==> src/rtl/mbx_pkg.sv <==
package mbx_pkg;

    typedef enum logic [1:0] {
        ST_IDLE,
        ST_EXEC,
        ST_CNT_WAIT,
        ST_POST
    } mbx_state_e;

    localparam int MBX_BYTES  = 4;
    localparam int OPC_SLOT   = 2;

    localparam logic [7:0] CMD_CLEAR     = 8'h00;
    localparam logic [7:0] CMD_RELAY_SET = 8'h01;
    localparam logic [7:0] CMD_RELAY_GET = 8'h02;
    localparam logic [7:0] CMD_FW_VER    = 8'h0E;
    localparam logic [7:0] CMD_HW_VER    = 8'h0F;
    localparam logic [7:0] CMD_CNT_EN    = 8'h28;
    localparam logic [7:0] CMD_CNT_CLR   = 8'h29;
    localparam logic [7:0] CMD_CNT_EDGE  = 8'h2C;
    localparam logic [7:0] CMD_CNT_READ  = 8'h2F;
    localparam int         CMD_LD_RST_BASE   = 'h40;
    localparam int         CMD_LD_MATCH_BASE = 'h48;

endpackage

==> src/rtl/mbx_host_regs.sv <==
module mbx_host_regs #(
    parameter int ADDR_W = 6,
    parameter int DW     = 8,
    parameter int NB     = 4,
    parameter logic [ADDR_W-1:0] OUT_BASE = 'h0C,
    parameter logic [ADDR_W-1:0] IN_BASE  = 'h1C
) (
    input  logic                 clk,
    input  logic                 rst_n,
    input  logic [ADDR_W-1:0]    bus_addr,
    input  logic                 bus_we,
    input  logic [DW-1:0]        bus_wdata,
    output logic [DW-1:0]        bus_rdata,
    input  logic [NB-1:0]        ib_we,
    input  logic [NB*DW-1:0]     ib_wdata,
    output logic [NB*DW-1:0]     ob_q,
    output logic [NB*DW-1:0]     ib_q,
    output logic                 start_o
);

    logic [NB-1:0] wr_hit;
    logic [NB-1:0] rd_hit;

    generate
        for (genvar b = 0; b < NB; b++) begin : g_dec
            assign wr_hit[b] = bus_we && (bus_addr == OUT_BASE + ADDR_W'(b));
            assign rd_hit[b] = (bus_addr == IN_BASE + ADDR_W'(b));
        end
    endgenerate

    assign start_o = wr_hit[NB-1];

    always_ff @(posedge clk or negedge rst_n) begin
        if (!rst_n) begin
            ob_q <= '0;
            ib_q <= '0;
        end else begin
            for (int b = 0; b < NB; b++) begin
                if (wr_hit[b]) ob_q[b*DW +: DW] <= bus_wdata;
                if (ib_we[b])  ib_q[b*DW +: DW] <= ib_wdata[b*DW +: DW];
            end
        end
    end

    always_comb begin
        bus_rdata = '0;
        for (int b = 0; b < NB; b++) begin
            if (rd_hit[b]) bus_rdata = bus_rdata | ib_q[b*DW +: DW];
        end
    end

endmodule

==> src/rtl/mbx_ctrl.sv <==
module mbx_ctrl
    import mbx_pkg::*;
#(
    parameter int DW   = 8,
    parameter int NCNT = 8,
    parameter logic [2*DW-1:0] FW_VER = 16'h0103,
    parameter logic [2*DW-1:0] HW_VER = 16'h0A02,
    localparam int NB   = MBX_BYTES,
    localparam int SELW = $clog2(NCNT)
) (
    input  logic                 clk,
    input  logic                 rst_n,
    input  logic                 start_i,
    input  logic [NB*DW-1:0]     ob_i,
    input  logic [DW-1:0]        din_i,
    input  logic [2*DW-1:0]      cnt_rd_data_i,
    output logic [DW-1:0]        relay_o,
    output logic [NCNT-1:0]      cnt_en_o,
    output logic [NCNT-1:0]      cnt_fall_o,
    output logic [NCNT-1:0]      cnt_clr_o,
    output logic                 cnt_rd_en_o,
    output logic [SELW-1:0]      cnt_rd_sel_o,
    output logic                 exec_o,
    output logic [DW-1:0]        cmd_o,
    output logic [2*DW-1:0]      op_o,
    output logic [NB-1:0]        ib_we_o,
    output logic [NB*DW-1:0]     ib_wdata_o,
    output mbx_state_e           state_o
);

    localparam int LAT_MAX = 3;

    mbx_state_e              state_q, state_d;
    logic [DW-1:0]           cmd_q, op0_q, op1_q;
    logic [NB-1:0][DW-1:0]   res_q;
    logic [NB-1:0]           res_mask_q;
    logic [DW-1:0]           relay_q;
    logic [NCNT-1:0]         en_q, fall_q;
    logic [2:0]              busy_cnt_q;

    // state register
    always_ff @(posedge clk or negedge rst_n) begin
        if (!rst_n) state_q <= ST_IDLE;
        else        state_q <= state_d;
    end

    // transitions: accept, fetch, done, capture, release
    always_comb begin
        state_d = state_q;
        unique case (state_q)
            ST_IDLE:     if (start_i) state_d = ST_EXEC;
            ST_EXEC:     state_d = (cmd_q == CMD_CNT_READ) ? ST_CNT_WAIT : ST_POST;
            ST_CNT_WAIT: state_d = ST_POST;
            ST_POST:     state_d = ST_IDLE;
            default:     state_d = ST_IDLE;
        endcase
    end

    // datapath registers
    always_ff @(posedge clk or negedge rst_n) begin
        if (!rst_n) begin
            cmd_q      <= '0;
            op0_q      <= '0;
            op1_q      <= '0;
            res_q      <= '0;
            res_mask_q <= '0;
            relay_q    <= '0;
            en_q       <= '0;
            fall_q     <= '0;
        end else begin
            unique case (state_q)
                ST_IDLE: begin
                    if (start_i) begin
                        cmd_q      <= ob_i[OPC_SLOT*DW +: DW];
                        op0_q      <= ob_i[0 +: DW];
                        op1_q      <= ob_i[DW +: DW];
                        res_mask_q <= '0;
                    end
                end
                ST_EXEC: begin
                    unique case (cmd_q)
                        CMD_CLEAR: begin
                            res_q[3]   <= din_i;
                            res_mask_q <= 4'b1000;
                        end
                        CMD_RELAY_SET: relay_q <= op0_q;
                        CMD_RELAY_GET: begin
                            res_q[0]   <= relay_q;
                            res_mask_q <= 4'b0001;
                        end
                        CMD_FW_VER: begin
                            res_q[0]   <= FW_VER[DW-1:0];
                            res_q[1]   <= FW_VER[2*DW-1:DW];
                            res_mask_q <= 4'b0011;
                        end
                        CMD_HW_VER: begin
                            res_q[0]   <= HW_VER[DW-1:0];
                            res_q[1]   <= HW_VER[2*DW-1:DW];
                            res_mask_q <= 4'b0011;
                        end
                        CMD_CNT_EN:    en_q   <= op0_q[NCNT-1:0];
                        CMD_CNT_EDGE:  fall_q <= op0_q[NCNT-1:0];
                        CMD_CNT_READ:  res_mask_q <= 4'b0011;
                        default: ;
                    endcase
                end
                ST_CNT_WAIT: begin
                    res_q[0] <= cnt_rd_data_i[DW-1:0];
                    res_q[1] <= cnt_rd_data_i[2*DW-1:DW];
                end
                ST_POST: ;
                default: ;
            endcase
        end
    end

    // outputs
    always_comb begin
        exec_o       = (state_q == ST_EXEC);
        cnt_rd_en_o  = exec_o && (cmd_q == CMD_CNT_READ);
        cnt_rd_sel_o = op0_q[SELW-1:0];
        cnt_clr_o    = (exec_o && cmd_q == CMD_CNT_CLR) ? op0_q[NCNT-1:0] : '0;
        ib_we_o      = '0;
        ib_wdata_o   = '0;
        if (state_q == ST_POST) begin
            ib_we_o = res_mask_q;
            ib_we_o[OPC_SLOT] = 1'b1;
            for (int b = 0; b < NB; b++) ib_wdata_o[b*DW +: DW] = res_q[b];
            ib_wdata_o[OPC_SLOT*DW +: DW] = cmd_q;
        end
    end

    assign relay_o    = relay_q;
    assign cnt_en_o   = en_q;
    assign cnt_fall_o = fall_q;
    assign cmd_o      = cmd_q;
    assign op_o       = {op1_q, op0_q};
    assign state_o    = state_q;

    // busy-cycle counter for the latency bound
    always_ff @(posedge clk or negedge rst_n) begin
        if (!rst_n)                  busy_cnt_q <= '0;
        else if (state_q == ST_IDLE) busy_cnt_q <= '0;
        else                         busy_cnt_q <= busy_cnt_q + 3'd1;
    end

    p_latency_r3: assert property (@(posedge clk) disable iff (!rst_n)
        (state_q != ST_IDLE) |-> (busy_cnt_q < 3'(LAT_MAX)));

    p_relay_src_r5: assert property (@(posedge clk) disable iff (!rst_n)
        (relay_q != $past(relay_q)) |-> $past(state_q == ST_EXEC && cmd_q == CMD_RELAY_SET));

    p_rd_single_r10: assert property (@(posedge clk) disable iff (!rst_n)
        cnt_rd_en_o |=> !cnt_rd_en_o);

    p_busy_start_r12: assert property (@(posedge clk) disable iff (!rst_n)
        (state_q != ST_IDLE && start_i) |=> $stable(cmd_q));

endmodule

==> src/rtl/mbx_cnt_strobe.sv <==
module mbx_cnt_strobe
    import mbx_pkg::*;
#(
    parameter int DW   = 8,
    parameter int NCNT = 8
) (
    input  logic             clk,
    input  logic             rst_n,
    input  logic             exec_i,
    input  logic [DW-1:0]    cmd_i,
    output logic [NCNT-1:0]  ld_rst_o,
    output logic [NCNT-1:0]  ld_match_o
);

    generate
        for (genvar n = 0; n < NCNT; n++) begin : g_chan
            assign ld_rst_o[n]   = exec_i && (cmd_i == DW'(CMD_LD_RST_BASE + n));
            assign ld_match_o[n] = exec_i && (cmd_i == DW'(CMD_LD_MATCH_BASE + n));
        end
    endgenerate

    p_ld_pulse_r9: assert property (@(posedge clk) disable iff (!rst_n)
        (|{ld_rst_o, ld_match_o}) |=> !(|{ld_rst_o, ld_match_o}));

endmodule

==> src/rtl/mbx_cmd_proc.sv <==
module mbx_cmd_proc
    import mbx_pkg::*;
#(
    parameter int ADDR_W = 6,
    parameter int DW     = 8,
    parameter int NCNT   = 8,
    parameter logic [2*DW-1:0] FW_VER = 16'h0103,
    parameter logic [2*DW-1:0] HW_VER = 16'h0A02,
    localparam int NB   = MBX_BYTES,
    localparam int SELW = $clog2(NCNT)
) (
    input  logic              clk,
    input  logic              rst_n,
    input  logic [ADDR_W-1:0] bus_addr,
    input  logic              bus_we,
    input  logic [DW-1:0]     bus_wdata,
    output logic [DW-1:0]     bus_rdata,
    input  logic [DW-1:0]     din,
    output logic [DW-1:0]     relay,
    output logic [NCNT-1:0]   cnt_en,
    output logic [NCNT-1:0]   cnt_fall,
    output logic [NCNT-1:0]   cnt_clr,
    output logic [NCNT-1:0]   cnt_ld_rst,
    output logic [NCNT-1:0]   cnt_ld_match,
    output logic [2*DW-1:0]   cnt_val,
    output logic              cnt_rd_en,
    output logic [SELW-1:0]   cnt_rd_sel,
    input  logic [2*DW-1:0]   cnt_rd_data
);

    logic [NB*DW-1:0] ob_q, ib_q, ib_wdata;
    logic [NB-1:0]    ib_we;
    logic             start, exec;
    logic [DW-1:0]    cmd;
    mbx_state_e       state;

    mbx_host_regs #(
        .ADDR_W   (ADDR_W),
        .DW       (DW),
        .NB       (NB),
        .OUT_BASE (ADDR_W'('h0C)),
        .IN_BASE  (ADDR_W'('h1C))
    ) u_regs (
        .clk       (clk),
        .rst_n     (rst_n),
        .bus_addr  (bus_addr),
        .bus_we    (bus_we),
        .bus_wdata (bus_wdata),
        .bus_rdata (bus_rdata),
        .ib_we     (ib_we),
        .ib_wdata  (ib_wdata),
        .ob_q      (ob_q),
        .ib_q      (ib_q),
        .start_o   (start)
    );

    mbx_ctrl #(
        .DW     (DW),
        .NCNT   (NCNT),
        .FW_VER (FW_VER),
        .HW_VER (HW_VER)
    ) u_ctrl (
        .clk           (clk),
        .rst_n         (rst_n),
        .start_i       (start),
        .ob_i          (ob_q),
        .din_i         (din),
        .cnt_rd_data_i (cnt_rd_data),
        .relay_o       (relay),
        .cnt_en_o      (cnt_en),
        .cnt_fall_o    (cnt_fall),
        .cnt_clr_o     (cnt_clr),
        .cnt_rd_en_o   (cnt_rd_en),
        .cnt_rd_sel_o  (cnt_rd_sel),
        .exec_o        (exec),
        .cmd_o         (cmd),
        .op_o          (cnt_val),
        .ib_we_o       (ib_we),
        .ib_wdata_o    (ib_wdata),
        .state_o       (state)
    );

    mbx_cnt_strobe #(
        .DW   (DW),
        .NCNT (NCNT)
    ) u_strobe (
        .clk        (clk),
        .rst_n      (rst_n),
        .exec_i     (exec),
        .cmd_i      (cmd),
        .ld_rst_o   (cnt_ld_rst),
        .ld_match_o (cnt_ld_match)
    );

    p_echo_r3: assert property (@(posedge clk) disable iff (!rst_n)
        (state == ST_POST) |=> (ib_q[OPC_SLOT*DW +: DW] == $past(cmd)));

endmodule

==> config.mk <==
export PLATFORM = sky130hd
export DESIGN_NAME = mbx_cmd_proc
export DESIGN_NICKNAME = d
export VERILOG_FILES = /design/src/rtl/mbx_pkg.sv /design/src/rtl/mbx_host_regs.sv /design/src/rtl/mbx_ctrl.sv /design/src/rtl/mbx_cnt_strobe.sv /design/src/rtl/mbx_cmd_proc.sv
export SDC_FILE = /design/constraint.sdc
export NUM_CORES = 1
export LEC_CHECK = 0
export BUFFER_PORTS_ARGS = -buffer_cell sky130_fd_sc_hd__buf_2
export CORE_ASPECT_RATIO = 1.1
export CORE_UTILIZATION = 50
export CTS_BUF_LIST = sky130_fd_sc_hd__clkbuf_8 sky130_fd_sc_hd__clkbuf_16
export DETAILED_ROUTE_END_ITERATION = 10
export GPL_TIMING_DRIVEN = 0
export PLACE_DENSITY = 0.81
export SLEW_MARGIN = 20
export SYNTH_ARGS = -nofsm -noshare
export SYNTH_HDL_FRONTEND = slang
export SYNTH_HIERARCHICAL = 1
export SYNTH_SLANG_ARGS = --single-unit
==> constraint.sdc <==
create_clock -name clk -period 3 [get_ports clk]
set_input_delay 0.3 -clock clk [delete_from_list [all_inputs] [get_ports clk]]
set_output_delay 0.3 -clock clk [all_outputs]
set_load 0.03 [all_outputs]
==> metrics, run 1 <==
status completed; leakage 4.015 nW; CTS sink count 133; initial core utilization 51.90%; grt ovf 0; Reg power frac 40.3%; routed wire length 13690 um; vias in the first global route 4344; Synth Warn # 6; largest net degree at the start of global routing 88; Post-Syn Area 0.006300 mm^2; Final Skew 0.01023 ns; first-pass GRT wire length 22180 um; IO Port Bufs 116; post-DP HPWL 9949 um; initial antenna violation count 0; n_diodes 0; CORE AREA 0.01214 mm^2; die height 119.7 um; Gate Count Post-Synth 484; crit share post-route 90.61%; ratio of cells with drive above 1 in the final layout 46.21%; post-DR vias/cell 5.444; Core Rows 42; Crit. End Element output pin; CTS tree yes; number of max-cap violations 0; internal power 3.927 mW; final setup margin 0.2816 ns; fmax 367.9 MHz; hold path depth 2; DRT Pass-1 Iters 4; clk slew on worst S/H paths 0.05 ns; crit path time final 2.718 ns; DRC 0; setup fix buffers added after clock tree synthesis 0; Skew-Pair Late Insertion Delay 0.42 ns; total CTS buffers 17; Clock Tree Root clkbuf_16; ANT nets after route 0; drt wl/cell 17.38 um; global placer's final weighted congestion 0.8804; R2R Path End u_ctrl/cnt_fall_o[4]; Max Slew Vio Count 0; crit path DAT 2.42 ns; NumNets Final 666; Worst Hold Class input pin to flop; footprint of the multi-input gates 0.002766 mm^2; Rel. slew slack 58.90%; Reg2Reg Setup Slack 0.60 ns; Fin. Hold Viols 0; CTS resizes 0; Total Routing Usage GR 22.79%; commonest non-fill, non-tap cells in the layout 133 x dfrtp_1, 120 x buf_2, 104 x mux2_2; Clock power frac 36.4%; pre-CTS WS 0.6404 ns; Final Setup Violations 0; power density over cell area 711.5 mW/mm^2; syn avg cell area 13.02 um^2; reg-to-reg startpoint u_ctrl/state_o[1]; # hold bufs at CTS 1; syn_nets 529; Max VDD drop 0.5786 mV; Register Area 0.003328 mm^2; min-delay src din[5]; P&R area growth vs syn 22.18%; hold_ws 0.1162 ns; total power 5.476 mW; Die X 109.0 um; Logic pwr share 23.3%; vias post-DR 4290; RSZ-0062 raised after global routing false; Reg2Reg Depth 8; Worst setup SP type flop; most common cell after layout, fill and taps aside dfrtp_1; Post-Layout Cell Count 788; Die Area 0.01305 mm^2; crit path kind flop to output pin; # IOs 117; CP max FO 9; NetSw 1.550 mW; initial DRC count 258; fill count 927; worst-case clock buffer depth 2; H-tree depth 4; Worst EP required 2.70 ns; Hold Crit Endpoint u_ctrl/res_q[29]; worst slew pin tran 0.6165 ns; Final TNS setup 0 ns; Switching Fraction 28.30%; Post-Place Cells 755
## power groups by stage
stage / logic (mW) / registers (mW) / clock network [mW]
detailed placement: 1.27 / 2.24 / 0
global route: 1.40 / 2.24 / 2.11
CTS: 1.28 / 2.21 / 2.04
global placement: 1.21 / 2.22 / 0
floorplan: 0.957 / 2.20 / 0
finish: 1.28 / 2.20 / 2.00
## metrics by stage
step / instance area [um^2] / utilization, %
3_3_place_gp: 7073 / 58.27
5_1_grt: 7697 / 63.41
4_1_cts: 7697 / 63.41
2_1_floorplan: 6300 / -
3_5_place_dp: 7107 / 58.54
6_report: 7697 / 63.41
## worst max-delay path, cell delays in order (launching register included)
cell and delay [ns]:
dfrtp_1 0.42, inv_1 0.09, ha_1 0.28, buf_4 0.22, nand4b_1 0.18, nor2_1 0.41, and2_1 0.20, buf_2 0.20
## state kept, by name, summed over array words and instances (netlist names), 3 cells and up
name and cells:
u_regs/ib_q 32, u_ctrl/res_q 24, u_regs/ob_q 24, u_ctrl/cmd_o 8, u_ctrl/cnt_en_o 8, u_ctrl/cnt_fall_o 8
u_ctrl/op0_q 8, u_ctrl/op1_q 8, u_ctrl/relay_o 8, u_ctrl/res_mask_q 3
## area by class of cell
class	count	share of cell area [%]
flip-flops and latches	133	43.24
clock buffers	20	6.063
clock inverters	12	1.479
repair buffers	118	8.111
multi-input cells	308	35.94
inverters	14	0.6827
plain buffers	29	1.983
well taps	154	2.503
## metal layers
| layer | vias to the layer above | track usage (%) | wire (um) |
|---|---|---|---|
| li1 | 2008 | - | - |
| met1 | 2144 | 29.33 | 6088 |
| met2 | 124 | 36.48 | 6780 |
| met3 | 14 | 6.464 | 647 |
| met4 | 0 | 8.108 | 176 |
| met5 | - | 0 | 0 |
## worst max-delay path by stage
stage / cells past startpoint / startpoint / slack, ns / end
4_1_cts: 7 / u_ctrl/state_o[1] / 0.27 / cnt_clr[5]
5_1_grt: 7 / u_ctrl/state_o[1] / 0.12 / cnt_clr[5]
3_5_place_dp: 8 / u_ctrl/state_o[1] / 0.64 / u_ctrl/cnt_fall_o[5]
2_1_floorplan: 4 / u_ctrl/state_o[1] / 0.65 / cnt_ld_rst[0]
6_report: 7 / u_ctrl/state_o[1] / 0.28 / cnt_clr[5]
3_3_place_gp: 1 / rst_n / 0.02 / u_ctrl/cnt_en_o[2]
Note: power is estimated with default switching activity, not from simulation.
==> run 2: changes to the inputs <==
CORE_ASPECT_RATIO = default   (was 1.1)
SLEW_MARGIN = 25   (was 20)
==> run 2 against run 1 <==
Non-clock buffer count unchanged. Power down 1.2%. Register-to-register slack better by 0.06 ns. Cell count is 1.8% higher. Global-route usage is 0.13 points higher. Utilization down 0.087 points. Largest power group unchanged. Clock skew is 0.0029 ns lower. Wire length grew 2.3%. Combinational power barely moved. Sequential share of layout area is essentially flat.
==> metrics, run 2 (synthesized netlist as in run 1, its figures left out) <==
post-DR vias/cell 5.403 (-0.76%); met2 GRT Util 38.67% (+2.2 points); DRT Pass-1 Iters 5 (+1); ANT nets after route 0 (unchanged); crit path DAT 2.33 ns (-0.09 ns); final setup margin 0.3660 ns (+0.08445 ns); Total Routing Usage GR 22.91% (+0.13 points); Worst setup SP type flop; reg-to-reg startpoint u_ctrl/state_o[1]; fill count 945 (+1.9%); initial antenna violation count 0 (unchanged); Fin. Hold Viols 0 (unchanged); Final Skew 0.007317 ns (-0.002913 ns); global placer's final weighted congestion 0.8573 (-2.6%); crit path time final 2.634 ns (-0.08445 ns); CTS sink count 133 (unchanged); clk slew on worst S/H paths 0.06 ns (about the same); die height 114.2 um (-4.6%); n_diodes 0 (unchanged); worst slew pin tran 0.6255 ns (+0.009011 ns); drt wl/cell 17.47 um (+0.53%); H-tree depth 4 (unchanged); Final Setup Violations 0 (unchanged); grt ovf 0 (unchanged); CTS tree yes; min-delay src din[2]; vias in the first global route 4373 (+0.67%); Worst Hold Class input pin to flop; routed wire length 14010 um (+2.3%); RSZ-0062 raised after global routing false; number of max-cap violations 0 (unchanged); CORE AREA 0.01216 mm^2 (+0.19%); Most Used Layer, Global Route met2; largest net degree at the start of global routing 82 (-6.8%); Die X 114.2 um (+4.8%); post-DP HPWL 10040 um (+0.90%); Critical Path Start u_ctrl/state_o[1]; # IOs 117 (unchanged); status completed; leakage 3.992 nW (-0.59%); vias post-DR 4333 (+1.0%); Top Registers u_regs/ib_q (32), u_ctrl/res_q (24), u_regs/ob_q (24); Die Area 0.01305 mm^2 (about the same); initial DRC count 328 (+27%); crit path kind flop to output pin; P&R area growth vs syn 22.24% (about the same); Max VDD drop 0.4306 mV (-26%); Final TNS setup 0 ns (unchanged); ratio of cells with drive above 1 in the final layout 46.69% (+0.47 points); Core Util, Final 63.32% (-0.087 points); Rel. slew slack 58.30% (-0.60 points); number of flip-flops under the largest register name 32 (unchanged); Core Rows 40 (-4.8%); first-pass GRT wire length 22750 um (+2.6%); cell area after layout 0.007701 mm^2 (about the same); Clock Tree Root clkbuf_16; NumNets Final 666 (unchanged); total CTS buffers 17 (unchanged); initial core utilization 51.80% (-0.096 points); CP max FO 9 (unchanged); Max Slew Vio Count 0 (unchanged); most common cell after layout, fill and taps aside dfrtp_1; met3 Resource Use GR 5.876% (-0.59 points); met1 Resource Use GR 29.49% (+0.15 points); IO Port Bufs 116 (unchanged); DRC 0 (unchanged); Skew-Pair Late Insertion Delay 0.41 ns (about the same); Crit. End Element output pin; worst-case clock buffer depth 2 (unchanged); fmax 379.7 MHz (+3.2%); largest register by flop count u_regs/ib_q; pre-CTS WS 0.7042 ns (+0.06384 ns); commonest non-fill, non-tap cells in the layout 133 x dfrtp_1, 120 x buf_2, 104 x mux2_2; Worst EP required 2.70 ns (about the same); crit share post-route 87.80% (-2.8 points); CTS resizes 0 (unchanged); DP Area 0.007128 mm^2 (+0.30%); power density over cell area 702.9 mW/mm^2 (-1.2%)
## run 2: changes by cell type in the layout (fill, tap and decap cells not counted), sizes merged
cell and change:
inv -3, clkinv +3, clkbuf -1, clkinvlp +2, bufinv -1
## run 2: per-stage QoR
stage	power, mW	instances	hold slack, ns
2_1_floorplan	3.152	484	0.004409
3_3_place_gp	3.436	768	0.4721
3_5_place_dp	3.501	769	0.2343
4_1_cts	5.452	802	0.1070
5_1_grt	5.683	802	0.1095
6_report	5.413	802	0.1192
## run 2: timing repair
action | 4_1_cts | 5_1_grt
setup buffers | 0 | 0
endpoints found under the hold margin | 52 | 0
endpoints found under the setup margin | 0 | 0
hold buffers | 1 | 0
## run 2: report_power, final
group / switching, mW / total [mW] / leakage, nW / internal, mW
combinational: 0.673 / 1.28 / 1.92 / 0.602
clock: 0.753 / 1.93 / 0.272 / 1.17
sequential: 0.155 / 2.21 / 1.80 / 2.05
## run 2: cell type report
class | count | area [um^2] | share of cell area (%)
sequential | 133 | 3328 | 43.22
multi-input combinational | 308 | 2766 | 35.92
timing repair buffer | 118 | 628.1 | 8.156
clock buffer | 19 | 452.9 | 5.881
tap | 168 | 210.2 | 2.729
buffer | 29 | 152.6 | 1.982
clock inverter | 13 | 110.1 | 1.430
inverter | 14 | 52.55 | 0.6824
## run 2: path summary, 6_finish.rpt
path / to / slack, ns / depth (start not counted)
worst max-delay path: cnt_clr[0] / 0.37 / 7
worst min-delay path: u_ctrl/res_q[26] / 0.12 / 2
worst max register to register: u_ctrl/cnt_fall_o[3] / 0.66 / 8
worst min register to register: u_regs/ob_q[9] / 0.50 / 1
max in group asynchronous: u_regs/ob_q[2] / 1.89 / 3
min in group asynchronous: u_ctrl/res_q[25] / 0.39 / 2
## run 2: worst max-delay path, stage by stage (launching register included)
cell,delay (ns)
dfrtp_1,0.43
inv_1,0.10
ha_1,0.23
buf_4,0.20
nand4b_1,0.22
nor2_1,0.36
and2_1,0.19
buf_2,0.19
## run 2: metal layers
metal	wire [um]	share of wire, %
met1	5959	43
met2	7145	51
met3	734	5.2
met4	170	1.2
met5	0	0
==> run 3: changes to the inputs <==
PLACE_DENSITY = 0.82   (was 0.81)
SYNTH_HIERARCHICAL = default   (was 1)
==> run 3 against run 2 <==
Register-to-register slack worse by 0.10 ns. Flip-flop and latch count did not move. Clock power grew 11%. First-iteration DRC count down 7.6%. Setup slack got worse by 0.30 ns. Combinational power shrank 13%. Via count shrank 4.8%. Global-route usage increased by 1.9 points. Non-clock buffer count shrank 8. Critical path depth fell by 2. Die area decreased by 7.3%. Largest cell class unchanged.
==> metrics, run 3 <==
fill count 863 (-8.7%); Crit. End Element output pin; vias in the first global route 4175 (-4.5%); Die X 110.0 um (-3.7%); hold_ws 0.1224 ns (+0.003180 ns); Worst EP required 2.70 ns (about the same); DRT Pass-1 Iters 4 (-1); DRC 0 (unchanged); vias post-DR 4126 (-4.8%); Final Setup Violations 0 (unchanged); crit path cell chain or4b_1 > or2_4 > nor4b_4 > and2_1 > buf_2; H-tree depth 4 (unchanged); max incr delay on CP 0.56 ns (+0.13 ns); Gate Count Post-Synth 438 (-9.5%); R2R Path End u_ctrl.cnt_en_o[5]; CTS sink count 133 (unchanged); Hold Crit Endpoint u_ctrl.res_q[25]; CP max stage cell or4b_1; Critical Path Start u_ctrl.cmd_o[7]; hold path depth 2 (unchanged); share of the synthesized area in the top cell type 57.09%; grt ovf 0 (unchanged); crit path kind flop to output pin; fmax 340.6 MHz (-10%); crit path DAT 2.64 ns (+0.31 ns); Max VDD drop 0.5755 mV (+34%); Skew-Pair Late Insertion Delay 0.42 ns (about the same); initial core utilization 51.27% (-0.53 points); Post-Syn Area 0.005829 mm^2 (-7.5%); sequential fraction of the synthesis area 57.09%; Top Registers u_regs.ib_q (32), u_ctrl.res_q (24), u_regs.ob_q (24); worst slew pin tran 0.8064 ns (+0.1809 ns); drt wl/cell 19.14 um (+9.6%); post-DP HPWL 9953 um (-0.85%); number of flip-flops under the largest register name 32 (unchanged); #FFs+latches synth 133; Distinct cells, synth 45; total power 5.598 mW (+3.4%); Core Rows 39 (-2.5%); worst-case clock buffer depth 2 (unchanged); CORE AREA 0.01137 mm^2 (-6.5%); leakage 3.755 nW (-5.9%); number of synthesized flops with an enable pin 0; commonest non-fill, non-tap cells in the layout 133 x dfrtp_1, 115 x buf_2, 113 x mux2_2; setup fix buffers added after clock tree synthesis 0 (unchanged); post-DR vias/cell 5.652 (+4.6%); n_diodes 0 (unchanged); global placer's final weighted congestion 0.8345 (-2.7%); crit path time final 2.936 ns (+0.3018 ns); Final Skew 0.01404 ns (+0.006720 ns); fraction of registers with async set/reset 100.0%; Max Slew Vio Count 0 (unchanged); IO Port Bufs 116 (unchanged); CP max FO 8 (-1); predominant post-synthesis flop cell dfrtp_1; ANT nets after route 0 (unchanged); first-pass GRT wire length 21810 um (-4.1%); RSZ-0062 raised after global routing false; min-delay src din[1]; Rel. slew slack 46.13% (-12 points); initial DRC count 303 (-7.6%); DP Area 0.006626 mm^2 (-7.0%); P&R area growth vs syn 24.68%; status completed; crit share post-route 97.86% (+10 points); syn_nets 483 (-8.7%); power density over cell area 770.1 mW/mm^2 (+9.6%); most common cell in the synthesized netlist dfrtp_1; CTS tree yes; largest register by flop count u_regs.ib_q; clk slew on worst S/H paths 0.06 ns (about the same); Worst Hold Class input pin to flop; Worst setup SP type flop; reg-to-reg startpoint u_ctrl.cmd_o[7]; Total Routing Usage GR 24.85% (+1.9 points); largest net degree at the start of global routing 92 (+12%); Clock Tree Root clkbuf_16; number of max-cap violations 0 (unchanged); Die Area 0.01209 mm^2 (-7.3%); Synth Warn # 0 (-6); Fin. Hold Viols 0 (unchanged); routed wire length 13970 um (-0.28%); syn avg cell area 13.31 um^2 (+2.3%); Reg2Reg Depth 5 (-3); die height 110.0 um (-3.7%); cell taking the most area after synthesis dfrtp_1; Reg2Reg Setup Slack 0.56 ns (-0.10 ns); initial antenna violation count 0 (unchanged); most common cell after layout, fill and taps aside dfrtp_1; NumNets Final 619 (-7.1%); total CTS buffers 17 (unchanged); cell area after layout 0.007268 mm^2 (-5.6%); # IOs 117 (unchanged); ratio of cells with drive above 1 in the final layout 48.21% (+1.5 points); top cells by instance count after synthesis 133 x dfrtp_1, 113 x mux2_2, 25 x nand2_1; dominant cells by area after synthesis dfrtp_1 57%, mux2_2 22%, mux2_4 2.1%, o21ai_0 1.7%, nand2_1 1.6%
## run 3: how the worst max path moves through the flow
stage / end / slack [ns] / cells past startpoint
global placement: cnt_clr[0] / -0.07 / 8
finish: cnt_clr[3] / 0.06 / 5
CTS: cnt_ld_rst[0] / 0.01 / 7
detailed placement: cnt_clr[0] / -0.15 / 8
floorplan: cnt_ld_rst[2] / 0.49 / 7
global route: cnt_clr[3] / 0.02 / 5
## run 3: routing by layer
| layer | up-vias | routed length (um) | GRT usage, % |
|---|---|---|---|
| li1 | 1857 | - | - |
| met1 | 2096 | 5869 | 31.11 |
| met2 | 150 | 7118 | 41.88 |
| met3 | 23 | 691 | 5.879 |
| met4 | 0 | 291 | 9.333 |
| met5 | - | 0 | 0 |
## run 3: final cells by class
type                    instances  area [um^2]  share of cell area (%)
plain buffers                  21        101.3                   1.394
clock buffers                  18        439.2                   6.042
clock inverters                14        175.2                   2.410
inverters                       6        22.52                  0.3099
multi-input cells             277         2395                   32.95
flip-flops and latches        133         3328                   45.79
well taps                     143        178.9                   2.462
repair buffers                118        628.1                   8.642
## run 3: repair_timing
action                                  4_1_cts  5_1_grt
pin swaps                                     0        0
hold endpoints to repair                     42        0
gates resized for setup                       2        2
hold buffers                                  1        0
endpoints found under the setup margin       12       12
## run 3: where the power goes
group | switching, mW | total [mW] | internal (mW) | leakage, nW
clock | 0.805 | 2.14 | 1.34 | 0.299
sequential | 0.213 | 2.34 | 2.13 | 1.78
combinational | 0.571 | 1.11 | 0.541 | 1.68
## run 3: stage by stage
stage	cells	util, %	TNS (ns)	worst slack, ns
2_1_floorplan	438	-	0	0.4884
3_3_place_gp	697	57.95	-0.3211	-0.06992
3_5_place_dp	698	58.28	-1.016	-0.1510
4_1_cts	730	63.87	0	0.01312
5_1_grt	730	63.93	0	0.01553
6_report	730	63.93	0	0.06427
## run 3: worst max-delay path: cells and delay by family (launching register included)
kind                   cells  cell delay (ns)
flip-flops                 1             0.48
buffers and inverters      1             0.21
AND/OR/NAND/NOR            4             1.52
## run 3: cells by family (layout without fill, tap and decap cells)
logic type	count (synthesis)	count (layout)	share of synthesized area [%]
adder cells (fa/ha/maj)	4	4	0.8586
AO/OA/AOI/OAI	55	55	6.268
buffers and inverters	28	177	2.189
multiplexers	129	129	25.26
AND/OR/NAND/NOR	89	89	8.328
flip-flops	133	133	57.09
